**config.mk**
```make
export PLATFORM = sky130hd
export DESIGN_NAME = dma_bnd_addr_gen
export DESIGN_NICKNAME = d
export VERILOG_FILES = /design/src/rtl/dma_bnd_pkg.sv /design/src/rtl/dma_bnd_regs.sv /design/src/rtl/dma_bnd_detect.sv /design/src/rtl/dma_bnd_count.sv /design/src/rtl/dma_bnd_seq.sv /design/src/rtl/dma_bnd_addr_gen.sv
export SDC_FILE = /design/constraint.sdc
export NUM_CORES = 1
export LEC_CHECK = 0
export BUFFER_PORTS_ARGS = -buffer_cell sky130_fd_sc_hd__buf_2
export CORE_UTILIZATION = 40
export DETAILED_ROUTE_END_ITERATION = 8
export HOLD_SLACK_MARGIN = 0.02
export SYNTH_ARGS = -nofsm -noshare
export SYNTH_HDL_FRONTEND = slang
export SYNTH_SLANG_ARGS = --single-unit
```
**constraint.sdc**
```tcl
create_clock -name clk -period 3.5 [get_ports clk]
set_input_delay 0.175 -clock clk [delete_from_list [all_inputs] [get_ports clk]]
set_output_delay 0.175 -clock clk [all_outputs]
set_load 0.005 [all_outputs]
```
**src/rtl/dma_bnd_pkg.sv**
```systemverilog
package dma_bnd_pkg;

    localparam int DATA_W     = 32;
    localparam int ADDR_W     = 32;
    localparam int SIZE_W     = 12;
    localparam int BND_W      = 3;
    localparam int CNT_W      = 16;
    localparam int BYTES_W    = 32;
    localparam int BEAT_BYTES = 4;
    localparam int BEAT_LOG2  = $clog2(BEAT_BYTES);
    localparam int BASE_LOG2  = 12;

    typedef enum logic [1:0] {
        ST_IDLE  = 2'd0,
        ST_RUN   = 2'd1,
        ST_PAUSE = 2'd2
    } seq_state_e;

    typedef enum logic [1:0] {
        SEL_SYSADDR = 2'd0,
        SEL_BLKCFG  = 2'd1,
        SEL_BLKCNT  = 2'd2,
        SEL_CTRL    = 2'd3
    } reg_sel_e;

    typedef struct packed {
        logic [BND_W-1:0]  bnd;
        logic [SIZE_W-1:0] size;
    } blk_cfg_t;

    typedef struct packed {
        logic irq_clr;
        logic start;
        logic dma_en;
    } ctrl_wr_t;

    function automatic logic cfg_startable(input blk_cfg_t cfg, input logic [CNT_W-1:0] cnt);
        return (cfg.size != '0) && (cnt != '0);
    endfunction

endpackage

```
**src/rtl/dma_bnd_regs.sv**
```systemverilog
module dma_bnd_regs
    import dma_bnd_pkg::*;
(
    input  logic              clk,
    input  logic              rst,
    input  logic              reg_wr,
    input  logic [1:0]        reg_sel,
    input  logic [DATA_W-1:0] reg_wdata,
    input  logic              idle,
    input  logic              paused,
    output blk_cfg_t          cfg,
    output logic [CNT_W-1:0]  blk_cnt,
    output logic              dma_en,
    output logic              start_pulse,
    output logic              irq_clr,
    output logic              sys_wr,
    output logic [ADDR_W-1:0] sys_data
);

    reg_sel_e sel;
    ctrl_wr_t ctl;
    logic     wr_cfg, wr_cnt, wr_ctl;

    assign sel    = reg_sel_e'(reg_sel);
    assign ctl    = ctrl_wr_t'(reg_wdata[2:0]);
    assign wr_cfg = reg_wr && (sel == SEL_BLKCFG) && idle;
    assign wr_cnt = reg_wr && (sel == SEL_BLKCNT) && idle;
    assign wr_ctl = reg_wr && (sel == SEL_CTRL);

    always_ff @(posedge clk) begin
        if (rst) begin
            cfg     <= '0;
            blk_cnt <= '0;
            dma_en  <= 1'b0;
        end else begin
            if (wr_cfg) cfg     <= blk_cfg_t'(reg_wdata[SIZE_W+BND_W-1:0]);
            if (wr_cnt) blk_cnt <= reg_wdata[CNT_W-1:0];
            if (wr_ctl && idle) dma_en <= ctl.dma_en;
        end
    end

    assign start_pulse = wr_ctl && idle && ctl.start && cfg_startable(cfg, blk_cnt);
    assign irq_clr     = wr_ctl && ctl.irq_clr;
    assign sys_wr      = reg_wr && (sel == SEL_SYSADDR) && (idle || paused);
    assign sys_data    = reg_wdata[ADDR_W-1:0];

    // Configuration must not move while a transfer owns it
    assert_cfg_locked_R3: assert property (@(posedge clk) disable iff (rst)
        (!idle && reg_wr && (reg_sel != 2'd0)) |=> ($stable(cfg) && $stable(blk_cnt) && $stable(dma_en)));

endmodule

```
**src/rtl/dma_bnd_detect.sv**
```systemverilog
module dma_bnd_detect #(
    parameter int ADDR_W    = 32,
    parameter int BND_W     = 3,
    parameter int BASE_LOG2 = 12,
    parameter int BEAT_LOG2 = 2
) (
    input  logic [ADDR_W-1:0] addr,
    input  logic [BND_W-1:0]  code,
    output logic              at_edge
);

    localparam int NCODES  = 1 << BND_W;
    localparam int TOP_BIT = BASE_LOG2 + NCODES - 2;

    logic [NCODES-1:0] hit;

    // One window per code: the beat at addr crosses the edge when every
    // bit inside the window above the beat offset is set.
    for (genvar c = 0; c < NCODES; c++) begin : g_win
        localparam int HI = BASE_LOG2 + c - 1;
        assign hit[c] = &addr[HI:BEAT_LOG2];
    end

    assign at_edge = hit[code];

    logic unused_addr_bits;
    assign unused_addr_bits = ^{addr[BEAT_LOG2-1:0], addr[ADDR_W-1:TOP_BIT+1]};

endmodule

```
**src/rtl/dma_bnd_count.sv**
```systemverilog
module dma_bnd_count #(
    parameter int SIZE_W     = 12,
    parameter int CNT_W      = 16,
    parameter int BYTES_W    = 32,
    parameter int BEAT_BYTES = 4
) (
    input  logic               clk,
    input  logic               rst,
    input  logic               clear,
    input  logic               accept,
    input  logic [SIZE_W-1:0]  blk_size,
    input  logic [CNT_W-1:0]   blk_cnt,
    output logic [BYTES_W-1:0] bytes_done,
    output logic [CNT_W-1:0]   blocks_done,
    output logic               last_beat
);

    localparam int IN_W = SIZE_W + 1;

    logic [IN_W-1:0] in_blk, in_blk_nx;
    logic            blk_end;

    assign in_blk_nx = in_blk + IN_W'(BEAT_BYTES);
    assign blk_end   = in_blk_nx >= {1'b0, blk_size};
    assign last_beat = blk_end && ((blocks_done + CNT_W'(1)) == blk_cnt);

    always_ff @(posedge clk) begin
        if (rst || clear) begin
            in_blk      <= '0;
            bytes_done  <= '0;
            blocks_done <= '0;
        end else if (accept) begin
            bytes_done <= bytes_done + BYTES_W'(BEAT_BYTES);
            if (blk_end) begin
                in_blk      <= '0;
                blocks_done <= blocks_done + CNT_W'(1);
            end else begin
                in_blk <= in_blk_nx;
            end
        end
    end

    assert_bytes_step_R10: assert property (@(posedge clk) disable iff (rst)
        (accept && !clear) |=> (bytes_done == $past(bytes_done) + BYTES_W'(BEAT_BYTES)));

    assert_blocks_bounded_R10: assert property (@(posedge clk) disable iff (rst)
        (accept && !clear) |=> (blocks_done - $past(blocks_done) <= CNT_W'(1)));

endmodule

```
**src/rtl/dma_bnd_seq.sv**
```systemverilog
module dma_bnd_seq
    import dma_bnd_pkg::*;
#(
    parameter int AW  = 32,
    parameter int BYT = 4
) (
    input  logic          clk,
    input  logic          rst,
    input  logic          start,
    input  logic          sys_wr,
    input  logic [AW-1:0] sys_data,
    input  logic          irq_clr,
    input  logic          dma_en,
    input  logic          beat_valid,
    input  logic          at_edge,
    input  logic          last_beat,
    output seq_state_e    state,
    output logic [AW-1:0] addr,
    output logic          accept,
    output logic          irq,
    output logic          done
);

    logic pause_now;

    assign accept    = (state == ST_RUN) && beat_valid;
    assign pause_now = accept && !last_beat && dma_en && at_edge;

    always_ff @(posedge clk) begin
        if (rst) begin
            state <= ST_IDLE;
            addr  <= '0;
            done  <= 1'b0;
        end else begin
            done <= 1'b0;
            if (sys_wr) addr <= sys_data;
            unique case (state)
                ST_IDLE: if (start) state <= ST_RUN;
                ST_RUN: begin
                    if (accept) begin
                        addr <= addr + AW'(BYT);
                        if (last_beat) begin
                            state <= ST_IDLE;
                            done  <= 1'b1;
                        end else if (pause_now) begin
                            state <= ST_PAUSE;
                        end
                    end
                end
                ST_PAUSE: if (sys_wr) state <= ST_RUN;
                default:  state <= ST_IDLE;
            endcase
        end
    end

    always_ff @(posedge clk) begin
        if (rst) begin
            irq <= 1'b0;
        end else if (pause_now) begin
            irq <= 1'b1;
        end else if (irq_clr) begin
            irq <= 1'b0;
        end
    end

    assert_addr_step_R5: assert property (@(posedge clk) disable iff (rst)
        accept |=> (addr == $past(addr) + AW'(BYT)));

    assert_addr_hold_run_R8: assert property (@(posedge clk) disable iff (rst)
        ((state == ST_RUN) && !accept) |=> $stable(addr));

    assert_pause_has_irq_R7: assert property (@(posedge clk) disable iff (rst)
        ((state == ST_PAUSE) && ($past(state) == ST_RUN)) |-> irq);

    assert_irq_needs_dma_R9: assert property (@(posedge clk) disable iff (rst)
        $rose(irq) |-> $past(dma_en && accept));

    assert_done_single_R11: assert property (@(posedge clk) disable iff (rst)
        done |=> !done);

    assert_done_idle_R11: assert property (@(posedge clk) disable iff (rst)
        done |-> ((state == ST_IDLE) && !$rose(irq)));

endmodule

```
**src/rtl/dma_bnd_addr_gen.sv**
```systemverilog
module dma_bnd_addr_gen
    import dma_bnd_pkg::*;
(
    input  logic                clk,
    input  logic                rst,
    input  logic                reg_wr,
    input  logic [1:0]          reg_sel,
    input  logic [DATA_W-1:0]   reg_wdata,
    input  logic                beat_valid,
    output logic [ADDR_W-1:0]   dma_addr,
    output logic                dma_req,
    output logic                dma_irq,
    output logic                xfer_done,
    output logic                busy,
    output logic                paused,
    output logic [BYTES_W-1:0]  bytes_done,
    output logic [CNT_W-1:0]    blocks_done,
    output logic [BND_W-1:0]    cfg_bnd,
    output logic [SIZE_W-1:0]   cfg_blk_size,
    output logic [CNT_W-1:0]    cfg_blk_cnt,
    output logic                cfg_dma_en
);

    seq_state_e        state;
    blk_cfg_t          cfg;
    logic [CNT_W-1:0]  blk_cnt;
    logic              dma_en, start_pulse, irq_clr, sys_wr;
    logic [ADDR_W-1:0] sys_data;
    logic              at_edge, last_beat, accept;

    dma_bnd_regs u_regs (
        .clk         (clk),
        .rst         (rst),
        .reg_wr      (reg_wr),
        .reg_sel     (reg_sel),
        .reg_wdata   (reg_wdata),
        .idle        (state == ST_IDLE),
        .paused      (state == ST_PAUSE),
        .cfg         (cfg),
        .blk_cnt     (blk_cnt),
        .dma_en      (dma_en),
        .start_pulse (start_pulse),
        .irq_clr     (irq_clr),
        .sys_wr      (sys_wr),
        .sys_data    (sys_data)
    );

    dma_bnd_detect #(
        .ADDR_W    (ADDR_W),
        .BND_W     (BND_W),
        .BASE_LOG2 (BASE_LOG2),
        .BEAT_LOG2 (BEAT_LOG2)
    ) u_detect (
        .addr    (dma_addr),
        .code    (cfg.bnd),
        .at_edge (at_edge)
    );

    dma_bnd_count #(
        .SIZE_W     (SIZE_W),
        .CNT_W      (CNT_W),
        .BYTES_W    (BYTES_W),
        .BEAT_BYTES (BEAT_BYTES)
    ) u_count (
        .clk         (clk),
        .rst         (rst),
        .clear       (start_pulse),
        .accept      (accept),
        .blk_size    (cfg.size),
        .blk_cnt     (blk_cnt),
        .bytes_done  (bytes_done),
        .blocks_done (blocks_done),
        .last_beat   (last_beat)
    );

    dma_bnd_seq #(
        .AW  (ADDR_W),
        .BYT (BEAT_BYTES)
    ) u_seq (
        .clk        (clk),
        .rst        (rst),
        .start      (start_pulse),
        .sys_wr     (sys_wr),
        .sys_data   (sys_data),
        .irq_clr    (irq_clr),
        .dma_en     (dma_en),
        .beat_valid (beat_valid),
        .at_edge    (at_edge),
        .last_beat  (last_beat),
        .state      (state),
        .addr       (dma_addr),
        .accept     (accept),
        .irq        (dma_irq),
        .done       (xfer_done)
    );

    assign dma_req      = (state == ST_RUN);
    assign busy         = (state != ST_IDLE);
    assign paused       = (state == ST_PAUSE);
    assign cfg_bnd      = cfg.bnd;
    assign cfg_blk_size = cfg.size;
    assign cfg_blk_cnt  = blk_cnt;
    assign cfg_dma_en   = dma_en;

    assert_pause_quiet_R6: assert property (@(posedge clk) disable iff (rst)
        (paused && beat_valid) |=> ($stable(dma_addr) && $stable(bytes_done)));

endmodule

```
; After elaboration in Yosys (flattened, before gate mapping)
; Index checks and enable logic that the tools add are counted.
[word_totals]
regBits = 129
in_bits = 38
out_inout_bits = 117
elab_cells = 81
[classes]
addsub = 4
order_cmp = 2
n_eq_ne = 10
n_mux = 15
n_bitwise = 2
reduce_logical = 37
[ops]
columns = cell, n
row1 = $mux 32, 3
row2 = $add 32x3->32 const B, 2
row3 = $logic_and 1x1->1, 17
row4 = $reduce_and 17->1, 1
row5 = $add 16x1->16 const B, 1
row6 = $eq 16x16->1, 1
row7 = $reduce_and 16->1, 1
row8 = $reduce_bool 16->1, 1
row9 = $reduce_and 15->1, 1
row10 = $reduce_and 14->1, 1
row11 = $add 13x3->13 const B, 1
row12 = $ge 13x12->1, 1
row13 = $mux 13, 1
row14 = $reduce_and 13->1, 1
row15 = $reduce_and 12->1, 1
row16 = $reduce_bool 12->1, 1
row17 = $reduce_and 11->1, 1
row18 = $mux 2, 5
row19 = $reduce_and 10->1, 1
row20 = $eq 2x2->1 const B, 3
row21 = $pmux 2 s3, 1
row22 = $eq 2x1->1 const B, 2
row23 = $logic_not 2->1, 2
row24 = $lt 3x4->1 const B, 1
row25 = 12 further kinds, 19

; Depth between registers and ports, before layout
; Gate-level depths: netlist of the first run.
[logic_depth]
word_depth = 11
depth_mapped = 13
mapped_depth_nobuf = 12

; Modules after synthesis
; A second synthesis of the first run with hierarchy kept.
[unflattened]
hier_cells = 842
hier_area_um2 = 6941.7
[by_module_without_submodules]
columns = mod, instances, cells_each, area_each_um2, seq_area_each_um2
row1 = dma_bnd_count, 1, 399, 3269.4, 1141.1
row2 = dma_bnd_seq, 1, 240, 1998.2, 720.7
row3 = dma_bnd_regs, 1, 186, 1562.7, 640.6
row4 = dma_bnd_detect, 1, 13, 86.3, 0.0
row5 = dma_bnd_addr_gen, 1, 4, 25.0, 0.0

; Least setup slack after synthesis of the first run
; Ideal clock, no wire load.
[synth_path]
path_kind = register -> register
from = reg u_count.in_blk[4]
to = reg u_count.blocks_done[4]
setup_ns = 0.123
arrival_ns = 2.861
required_ns = 3.377
setup_slack_ns = 0.516
stages_incl_launch_ff = 13
n_path_buf = 1
synth_period_minus_slack_ns = 2.984
path_cell_list = dfxtp_1 and3_1 clkbuf_1 nand2_1 nor3_1 xor2_1 ha_1 and3_1 a221oi_1 nand3_4 o21ai_1 nor2_1 mux2_1
[synth_via]
elab_chain_cells = 3
[synth_lines]
columns = item, line_no
row1 = from (decl), dma_bnd_count.sv:20  ; logic [IN_W-1:0] in_blk, in_blk_nx;
row2 = from (signal assigned), dma_bnd_count.sv:38  ; in_blk <= in_blk_nx;
row3 = $add 13x3->13, dma_bnd_count.sv:23  ; assign in_blk_nx = in_blk + IN_W'(BEAT_BYTES);
row4 = $ge 13x12->1, dma_bnd_count.sv:24  ; assign blk_end = in_blk_nx >= {1'b0, blk_size};
row5 = $reduce_and 2->1 (no source line), -
row6 = to (signal assigned), dma_bnd_count.sv:36  ; blocks_done <= blocks_done + CNT_W'(1);
row7 = to (decl), dma_bnd_count.sv:14  ; output logic [CNT_W-1:0] blocks_done,
; Every way passes these cells.
; A chain may end at the register's enable or synchronous reset.

; Worst setup path after layout of the first run
[layout_path]
from = reg u_count.in_blk[4]
to = reg u_count.blocks_done[9]
; The elaborated chain is that of the path after synthesis.

==> impl_metrics.csv, run 1 <==
group,metric,value,unit
critical_path,cp-start-kind,"flop",
clocking,cts_buffer_depth,2,
sta,fin_crit_sh,88.56,%
synth,yosys.cell_count.top_type,"dfxtp_1",
critical_path,cp.arrival,3.45,ns
pwr,power,0.003717,W
routing,viasPerCell,5.561,
outcome,outcome,"finished, final reports clean",
finish,drive_gt1_share,21.88,%
place,dp_hpwl,14310,um
synth,synth_area_leaders,"dfxtp_1, nor2_1, mux2i_1, xor2_1, nand2_1",
sta,finalSetupTns,0,ns
synth,synth_ff_type,"dfxtp_1",
place,gp_congestion,0.8690,
critical_path,rrSetupSlack,0.40,ns
finish,diodes,0,
sta,rsz0062_at_grt,"false",
sta,final-setup-viol-count,0,
sta,tightest_slew,0.9025,ns
routing,drtIter0Drc,549,
critical_path,startpoint,"u_count.in_blk[4]$_SDFFE_PP0P_",
global_routing,grt_max_degree,42,
floorplanning,die_h,132.6,um
global_routing,grt_usage,22.98,%
clocking,cts_sinks,125,
synth,synth_compound_area_share,16.00,%
synth,synth.distinct_cells,74,
finish,area_growth,23.95,%
synth,synth-xor-area-share,7.946,%
critical_path,path_max_fanout,8,
critical_path,worstReg2RegEnd,"u_count.blocks_done[9]$_SDFFE_PP0P_",
synth,synth_top_family_by_area,"simple AND/OR/NAND/NOR gates",
synth,ys_async_sr_fraction,0,%
sta,relSlewSlack,39.83,%
synth,avgSynthCellArea,8.175,sq um
critical_path,slowest_delay,0.43,ns
place,io_buffers,152,
synth,synthTopCellsByCount,"dfxtp_1, nor2_1, nand2_1",
synth,syn_inst,834,
critical_path,reg2regPathDepth,12,
routing,drc,0,
finish,post-route-util,50.96,%
sta,finalMaxSlewViolations,0,
clocking,cts_root_buffer,"clkbuf_16",
routing,drtAntennaViolNets,0,
synth,yosysTopAreaCell,"dfxtp_1",
synth,synth_edf_count,0,
clocking,clkLatencyLatePin,0.42,ns
synth,synth_fa_ha_area_share,2.753,%
critical_path,critPathMostFrequentCell,"and3_1",
finish,fillerInstances,1675,
floorplanning,num_rows,47,
routing,drt_wl_total,19940,um
floorplanning,die-area,17570,sq um
critical_path,cp-endpoint,"u_count.blocks_done[9]$_SDFFE_PP0P_",
synth,synthSimpleGateAreaFrac,26.90,%
global_routing,grt_overflow,0,
synth,synth.area.mux_share,5.010,%
floorplanning,die_width,132.6,um
synth,synth_top_area_share,36.70,%
global_routing,grt_first_pass_wirelength,32150,um
critical_path,path_class,"flop to flop",
floorplanning,coreArea,16580,sq um
job,maxCapViolations,0,
synth,ys.warnings.count,0,
synth,netlist_area,6818,sq um
worst_hold_path,worstHoldPathType,"input pin to flop",
pwr,ir_drop,385.0,uV
sta,fin_skew,0.01170,ns
floorplanning,start_util,41.11,%
sta,period_needed,3.100,ns
routing,drt_pre_antenna_iters,5,
synth,synth_seq_cells,125,
clocking,cts-buffers-inserted,17,
pwr,total_leakage_power,3.600,nW
critical_path,cp-end-kind,"flop",
clocking,htreeDepth,4,
clocking,post_cts_buffers,0,
routing,routedWlPerCell,16.52,um
clocking,cts_tree,"yes",
global_routing,grt_pass1_vias,6028,
critical_path,slowest_stage,"dfxtp_1",
critical_path,r2r_start,"u_count.in_blk[4]$_SDFFE_PP0P_",
global_routing,grt_antenna_before_repair,0,
clocking,path_clk_slew,0.06,ns
sta,hold_viol_final,0,
pwr,powerDensity,439.9,nW/um^2
synth,yosysSeqAreaShare,36.70,%
floorplanning,io_pins,155,
critical_path,critical_path.cell_chain,"and3_1 -> nand2_1 -> nor3_1 -> xor2_1 -> ha_1 -> and3_1 -> nand3_1 -> a21oi_2 -> buf_4 -> o211ai_4 -> or3_1 -> a21oi_1",
sta,fmax,322.6,MHz
critical_path,cp.required,3.85,ns
routing,vias,6712,
finish,num-nets-final,1027,
-- worst max-delay path, delay by kind of cell, from the launching register on --
family	cells	cell delay [ns]
buffers and inverters	1	0.22
AOI/OAI and AO/OA	3	0.62
and+or+nand+nor	6	1.31
xor gates and xnor gates	1	0.13
adders and majority gates	1	0.32
DFF	1	0.43
-- stage by stage --
stage                     hold slack (ns)  cell area (sq um)  setup WS, ns  instances
after floorplan                    0.3110               6822        0.5159        835
after global placement             0.4329               7737        0.3937       1169
after detailed placement           0.4331               7737        0.3065       1169
after CTS                         0.02120               8444        0.2960       1207
after global routing              0.03585               8451        0.1178       1207
final                             0.03834               8451        0.4003       1207
-- cell families (layout without fill, tap and decap cells) --
logic type                 count (synthesis)  count (layout)
xor gates and xnor gates                  61              61
muxes                                     34              34
and+or+nand+nor                          365             365
other                                      1               2
buffers and inverters                     72             224
adders and majority gates                 15              15
DFF                                      125             125
AOI/OAI and AO/OA                        161             161
-- registers in the layout, summed over array words and instances (netlist names) --
signal and count:
u_seq.done 1, u_regs.cfg 15, u_seq.state 2, u_regs.blk_cnt 16, u_count.in_blk 11, u_seq.addr 32, u_count.blocks_done 16, u_count.bytes_done 30
u_regs.dma_en 1, u_seq.irq 1
-- worst min-delay path by stage --
stage                        from                         end  cells past startpoint
global placement    reg_wdata[21]   u_seq.addr[21]$_SDFF_PP0_                      3
detailed placement  reg_wdata[26]   u_seq.addr[26]$_SDFF_PP0_                      3
global route        reg_wdata[25]   u_seq.addr[25]$_SDFF_PP0_                      3
floorplan            reg_wdata[0]  u_seq.addr[0]$_SDFFE_PP0P_                      2
CTS                 reg_wdata[25]   u_seq.addr[25]$_SDFF_PP0_                      3
finish              reg_wdata[25]   u_seq.addr[25]$_SDFF_PP0_                      3
-- layer usage --
metal  part of all wire, %  global-route usage (%)  vias to the layer above
met3                   7.3                   5.632                       21
met2                    42                   33.54                      236
met5                     0                       0                        -
met4                  0.91                   6.258                        0
li1                      -                       -                     3304
met1                    49                   33.33                     3151
-- cell type report --
| cell class | instances | area, sq um | share of cell area (%) |
|---|---|---|---|
| Tap cell | 220 | 275.3 | 3.257 |
| Inverter | 20 | 75.07 | 0.8884 |
| Clock inverter | 14 | 217.7 | 2.576 |
| Sequential cell | 125 | 2502 | 29.61 |
| Clock buffer | 18 | 429.2 | 5.078 |
| Multi-Input combinational cell | 638 | 4013 | 47.48 |
| Timing Repair Buffer | 172 | 938.4 | 11.10 |
-- cell usage in the layout, fill, tap and decap left out, drive strengths merged, types with 6 or more instances in the layout --
| cell | count |
|---|---|
| dlygate4sd3 | 6 |
| a21oi | 40 |
| nand4 | 20 |
| a22oi | 10 |
| nor2 | 124 |
| dfxtp | 125 |
| o211ai | 10 |
| and4 | 12 |
| nor4 | 13 |
| clkbuf | 18 |
| nor3 | 28 |
| nand2 | 63 |
| xnor2 | 23 |
| a31oi | 12 |
| xor2 | 38 |
| o21ai | 34 |
| a221oi | 6 |
| or3 | 14 |
| nand3 | 44 |
| mux2i | 33 |
| and3 | 19 |
| a21o | 6 |
| buf | 166 |
| ha | 15 |
| inv | 21 |
-- power breakdown --
group / internal [W] / switching [W] / total [W]
Clock: 0.00126 / 0.000681 / 0.00195
Sequential: 0.00145 / 0.0000432 / 0.00150
Combinational: 0.000116 / 0.000160 / 0.000275
Total: 0.00283 / 0.000884 / 0.00372
-- repair_timing --
item | 4_1_cts | 5_1_grt
resized for setup | 0 | 1
endpoints found under the setup margin | 0 | 4
hold endpoints to repair | 6 | 0
hold buffers | 6 | 0
Power figures use the tool's default switching activity.
==> inputs of run 2 (changes only) <==
GPL_TIMING_DRIVEN = 0   (was unset)
HOLD_SLACK_MARGIN = unset   (was 0.02)
==> impl_metrics.csv, run 2 (synthesized netlist as in run 1, its figures left out) <==
group,metric,value,unit
sta,fin_skew,0.007118,ns
critical_path,path_max_fanout,10,
finish,largest_register,"u_seq.addr",
critical_path,slowest_delay,0.44,ns
global_routing,grt_first_pass_wirelength,33870,um
place,dpl_worst_slack,0.02693,ns
sta,tightest_slew,0.7823,ns
sta,period_needed,3.291,ns
critical_path,reg2regPathDepth,12,
finish,drive_gt1_share,22.00,%
routing,drtIter0Drc,563,
clocking,cts_buffer_depth,2,
pwr,powerDensity,430.1,nW/um^2
place,io_buffers,151,
critical_path,startpoint,"u_count.in_blk[4]$_SDFFE_PP0P_",
worst_hold_path,min_path_cells,3,
critical_path,cp.required,3.82,ns
sta,final-setup-viol-count,0,
critical_path,r2r_start,"u_count.in_blk[4]$_SDFFE_PP0P_",
sta,fmax,303.9,MHz
clocking,clkLatencyLatePin,0.42,ns
critical_path,critical_path.cell_chain,"and3_1 -> nand2_1 -> nor3_1 -> xor2_1 -> ha_1 -> and3_1 -> a221oi_2 -> nand3_4 -> nor3_2 -> clkbuf_4 -> nand2_1 -> a311oi_1",
global_routing,grt_pass1_vias,6301,
place,dp_hpwl,16100,um
pwr,ir_drop,343.6,uV
floorplanning,die-area,17570,sq um
clocking,cts_sinks,125,
clocking,post_cts_buffers,0,
routing,drt_wl_total,21400,um
routing,routedWlPerCell,17.29,um
critical_path,cp-end-kind,"flop",
routing,viasPerCell,5.561,
critical_path,slowest_stage,"dfxtp_1",
routing,vias,6885,
global_routing,grt_overflow,0,
finish,design_area,8508,sq um
job,maxCapViolations,0,
finish,area_growth,24.79,%
global_routing,grt_usage,24.68,%
sta,fin_crit_sh,94.03,%
place,gp_congestion,0.8889,
finish,layout_common_cells,"buf_2, dfxtp_1, nor2_1, nand2_1, nand3_1",
sta,fin_ws,0.2090,ns
floorplanning,die_h,132.6,um
routing,drt_pre_antenna_iters,5,
finish,largest_reg_flops,32,
critical_path,path_class,"flop to flop",
pwr,total_leakage_power,3.644,nW
global_routing,met3_usage,4.330,%
finish,diodes,0,
finish,post-route-util,51.31,%
finish,final_common_cell,"buf_2",
floorplanning,coreArea,16580,sq um
clocking,htreeDepth,4,
finish,fillerInstances,1697,
clocking,cts_root_buffer,"clkbuf_16",
clocking,path_clk_slew,0.06,ns
finish,top_regs,"u_seq.addr: 32 flops, u_count.bytes_done: 30 flops",
sta,relSlewSlack,47.85,%
sta,rsz0062_at_grt,"false",
critical_path,cp.arrival,3.61,ns
place,place_area,7853,sq um
sta,finalMaxSlewViolations,0,
floorplanning,die_width,132.6,um
worst_hold_path,worstHoldPathType,"input pin to flop",
finish,multi_input_area,4010,sq um
global_routing,grt_busiest_layer,"met2",
finish,num-nets-final,1058,
floorplanning,start_util,41.11,%
floorplanning,num_rows,47,
clocking,cts-buffers-inserted,17,
routing,drc,0,
clocking,cts_tree,"yes",
place,dp_cells,1206,
global_routing,grt_max_degree,17,
floorplanning,io_pins,155,
global_routing,grt_util_met1,35.31,%
sta,fin_hold_ws,0.009667,ns
global_routing,grt_antenna_before_repair,0,
sta,hold_viol_final,0,
worst_hold_path,hold_start,"reg_wdata[26]",
finish,stdcell_count,1238,
finish,ff_latch_area,2502,sq um
routing,drtAntennaViolNets,0,
global_routing,grtUsageMet2,37.19,%
critical_path,cp-start-kind,"flop",
outcome,outcome,"finished, final reports clean",
run 2: changes by cell type in the layout (fill, tap and decap cells not counted), sizes merged:
| cell | previous run | this run |
|---|---|---|
| buf | 166 | 174 |
| inv | 21 | 20 |
| clkinv | 5 | 3 |
| clkbuf | 18 | 51 |
| dlygate4sd3 | 6 | 1 |
| bufinv | 5 | 3 |
run 2: timing repair:
| item | 4_1_cts | 5_1_grt |
|---|---|---|
| resized for setup | 0 | 4 |
| hold buffers | 1 | 0 |
| endpoints found under the hold margin | 1 | 0 |
| endpoints found under the setup margin | 0 | 20 |
run 2: final cells by class:
type | count | area share, %
multi-input cells | 638 | 47.13
flip-flops and latches | 125 | 29.41
repair buffers | 152 | 9.000
clock buffers | 23 | 5.971
well taps | 220 | 3.235
plain buffers | 51 | 2.824
clock inverters | 9 | 1.544
inverters | 20 | 0.8824
run 2: worst max-delay path: cells and delay by family (launching register included):
kind / cells / cell delay [ns]
xor gates and xnor gates: 1 / 0.26
buffers and inverters: 1 / 0.25
DFF: 1 / 0.44
adders and majority gates: 1 / 0.30
and+or+nand+nor: 7 / 1.39
AOI/OAI and AO/OA: 2 / 0.55
run 2: metal layers:
| metal | part of all wire (%) | vias to the layer above |
|---|---|---|
| met4 | 2.1 | 0 |
| met3 | 7.0 | 37 |
| li1 | - | 3361 |
| met1 | 48 | 3235 |
| met2 | 43 | 252 |
| met5 | 0 | - |
run 2: worst paths after layout:
path | to | slack [ns]
hold reg to reg | u_seq.addr[1]$_SDFFE_PP0P_ | 0.46
setup / recovery | u_count.in_blk[6]$_SDFFE_PP0P_ | 0.21
hold / removal | u_seq.addr[26]$_SDFF_PP0_ | 0.01
setup reg to reg | u_count.in_blk[6]$_SDFFE_PP0P_ | 0.21
run 2: metrics by stage:
step / power, W / setup TNS [ns]
2_1_floorplan: 0.001667 / 0
3_5_place_dp: 0.001798 / 0
3_3_place_gp: 0.001797 / -0.004657
4_1_cts: 0.003674 / 0
6_report: 0.003659 / 0
5_1_grt: 0.003782 / 0
run 2: report_power, final:
part	switching (W)	total (W)	leakage [nW]	internal, W
Clock	0.000653	0.00189	0.307	0.00123
Combinational	0.000172	0.000279	2.33	0.000107
Sequential	0.0000416	0.00149	1.01	0.00145
==> inputs of run 3 (changes only) <==
SYNTH_HIERARCHICAL = 1   (was unset)
==> impl_metrics.csv, run 3 <==
group,metric,value,unit
routing,drt_pre_antenna_iters,5,
pwr,power,0.003470,W
synth,ys_async_sr_fraction,0,%
synth,synth_seq_cells,125,
synth,ys.warnings.count,6,
place,dp_cells,1199,
pwr,total_leakage_power,3.374,nW
sta,fin_crit_sh,94.12,%
job,maxCapViolations,0,
global_routing,grt_antenna_before_repair,0,
synth,yosys.cell_count.top_type,"dfxtp_1",
global_routing,grt_usage,23.32,%
global_routing,grt_max_degree,17,
floorplanning,start_util,41.42,%
synth,synth_ff_type,"dfxtp_1",
routing,drt_wl_total,20350,um
global_routing,grt_overflow,0,
floorplanning,num_rows,47,
global_routing,grt_first_pass_wirelength,32580,um
clocking,post_cts_buffers,0,
synth,synth_edf_count,0,
synth,yosysTopAreaCell,"dfxtp_1",
sta,finalMaxSlewViolations,0,
floorplanning,die_width,133.7,um
sta,tightest_slew,1.365,ns
routing,drtIter0Drc,491,
routing,drc,0,
finish,layout_common_cells,"buf_2, dfxtp_1, nand2_1, a21oi_1, nor2_1",
clocking,path_clk_slew,0.06,ns
clocking,cts_buffer_depth,2,
finish,drive_gt1_share,25.74,%
critical_path,path_max_fanout,6,
global_routing,grt_pass1_vias,6234,
critical_path,rrSetupSlack,0.21,ns
floorplanning,die-area,17890,sq um
clocking,cts_sinks,125,
finish,stdcell_count,1234,
critical_path,critical_path.cell_chain,"ha_1 -> nand3_2 -> nor2_1 -> xor2_1 -> ha_1 -> a21o_1 -> a21oi_1 -> nand3_2 -> or3_4 -> o2111ai_1 -> nor4_2 -> a21o_1 -> a311o_1 -> a21oi_1",
sta,relSlewSlack,7.735,%
sta,rsz0062_at_grt,"false",
finish,num-nets-final,1053,
finish,top_regs,"u_seq/addr: 32 flops, u_count/bytes_done: 30 flops",
routing,routedWlPerCell,16.49,um
synth,netlist_area,6942,sq um
sta,fmax,303.6,MHz
synth,synth_area_leaders,"dfxtp_1, nand2_1, a21oi_1, xor2_1, buf_4",
clocking,cts_tree,"yes",
synth,avgSynthCellArea,8.244,sq um
critical_path,slowest_stage,"or3_4",
sta,finalSetupTns,0,ns
critical_path,cp-end-kind,"flop",
floorplanning,coreArea,16760,sq um
sta,fin_skew,0.008317,ns
floorplanning,die_h,133.7,um
finish,largest_register,"u_seq/addr",
place,dp_hpwl,15030,um
clocking,cts_root_buffer,"clkbuf_16",
place,io_buffers,136,
routing,drtAntennaViolNets,0,
synth,synth-xor-area-share,7.444,%
synth,synthTopCellsByCount,"dfxtp_1, nand2_1, a21oi_1",
synth,synth_top_area_share,36.05,%
pwr,ir_drop,361.2,uV
pwr,powerDensity,407.2,nW/um^2
routing,viasPerCell,5.434,
place,gp_congestion,0.8631,
clocking,cts-buffers-inserted,17,
synth,synth.distinct_cells,77,
synth,synth_fa_ha_area_share,2.523,%
finish,diodes,0,
routing,vias,6706,
synth,syn_inst,842,
critical_path,slowest_delay,0.44,ns
synth,yosysSeqAreaShare,36.05,%
finish,largest_reg_flops,32,
outcome,outcome,"finished, final reports clean",
place,dpl_worst_slack,0.08900,ns
critical_path,cp.arrival,3.64,ns
critical_path,cp.required,3.84,ns
synth,synth.area.mux_share,0.9012,%
synth,synth_compound_area_share,17.18,%
finish,final_common_cell,"buf_2",
worst_hold_path,worstHoldPathType,"input pin to flop",
sta,period_needed,3.294,ns
floorplanning,io_pins,155,
sta,hold_viol_final,0,
sta,fin_ws,0.2058,ns
synth,synth_top_family_by_area,"simple AND/OR/NAND/NOR gates",
critical_path,cp-start-kind,"flop",
clocking,htreeDepth,4,
critical_path,path_class,"flop to flop",
clocking,clkLatencyLatePin,0.42,ns
sta,final-setup-viol-count,0,
synth,synthSimpleGateAreaFrac,27.40,%
finish,area_growth,22.78,%
[run 3: final timing paths]
kind / from / end / cells after the start
worst min-delay path: reg_wdata[27] / u_seq/addr[27]$_SDFF_PP0_ / 3
worst max register to register: u_count/in_blk[2]$_SDFFE_PP0P_ / u_seq/state[0]$_SDFFE_PP0P_ / 14
worst min register to register: u_seq/addr[0]$_SDFFE_PP0P_ / u_seq/addr[0]$_SDFFE_PP0P_ / 2
worst max-delay path: u_count/in_blk[2]$_SDFFE_PP0P_ / u_seq/state[0]$_SDFFE_PP0P_ / 14
[run 3: final cells by class]
class                           instances  area, sq um
Sequential cell                       125         2502
Fill cell                            1709         8237
Buffer                                 72        485.5
Tap cell                              220        275.3
Clock buffer                           18        439.2
Inverter                               27        101.3
Timing Repair Buffer                  139        710.7
Clock inverter                         14        135.1
Multi-Input combinational cell        619         3874
[run 3: power breakdown]
part / switching (W) / internal (W)
clock network: 0.000696 / 0.00101
registers: 0.0000443 / 0.00145
logic: 0.000150 / 0.000123
total: 0.000891 / 0.00258
[run 3: cells by family after synthesis]
family	count (synthesis)
adder cells (fa/ha/maj)	14
AND/OR/NAND/NOR	359
buffers and inverters	99
XOR/XNOR	59
AO/OA/AOI/OAI	179
other	1
flip-flops	125
multiplexers	6
[run 3: layer usage]
| layer | global-route usage (%) | vias to the layer above | wire length, um |
|---|---|---|---|
| met3 | 5.708 | 22 | 1136 |
| met1 | 30.93 | 3177 | 9526 |
| met5 | 0 | - | 0 |
| li1 | - | 3316 | - |
| met4 | 6.692 | 0 | 258 |
| met2 | 37.33 | 191 | 9425 |
[run 3: worst max-delay path, delay by kind of cell (launching register included)]
family | cells | cell delay, ns
simple gates | 5 | 0.98
fa+ha+maj | 2 | 0.49
xor+xnor | 1 | 0.21
flops | 1 | 0.40
compound gates | 6 | 1.11
[run 3: through the flow]
step / utilization, % / cell area, sq um / hold slack (ns)
final: 50.85 / 8523 / 0.02432
after global routing: 50.85 / 8523 / 0.01778
after CTS: 50.75 / 8506 / 0.003399
after detailed placement: 47.14 / 7901 / 0.4313
after global placement: 47.14 / 7901 / 0.4261
after floorplan: - / 6945 / 0.2441
[run 3: timing repair]
action                     4_1_cts  5_1_grt
hold endpoints to repair         3        0
setup endpoints to repair        0        4
hold buffers                     3        0
resized for setup                0        3
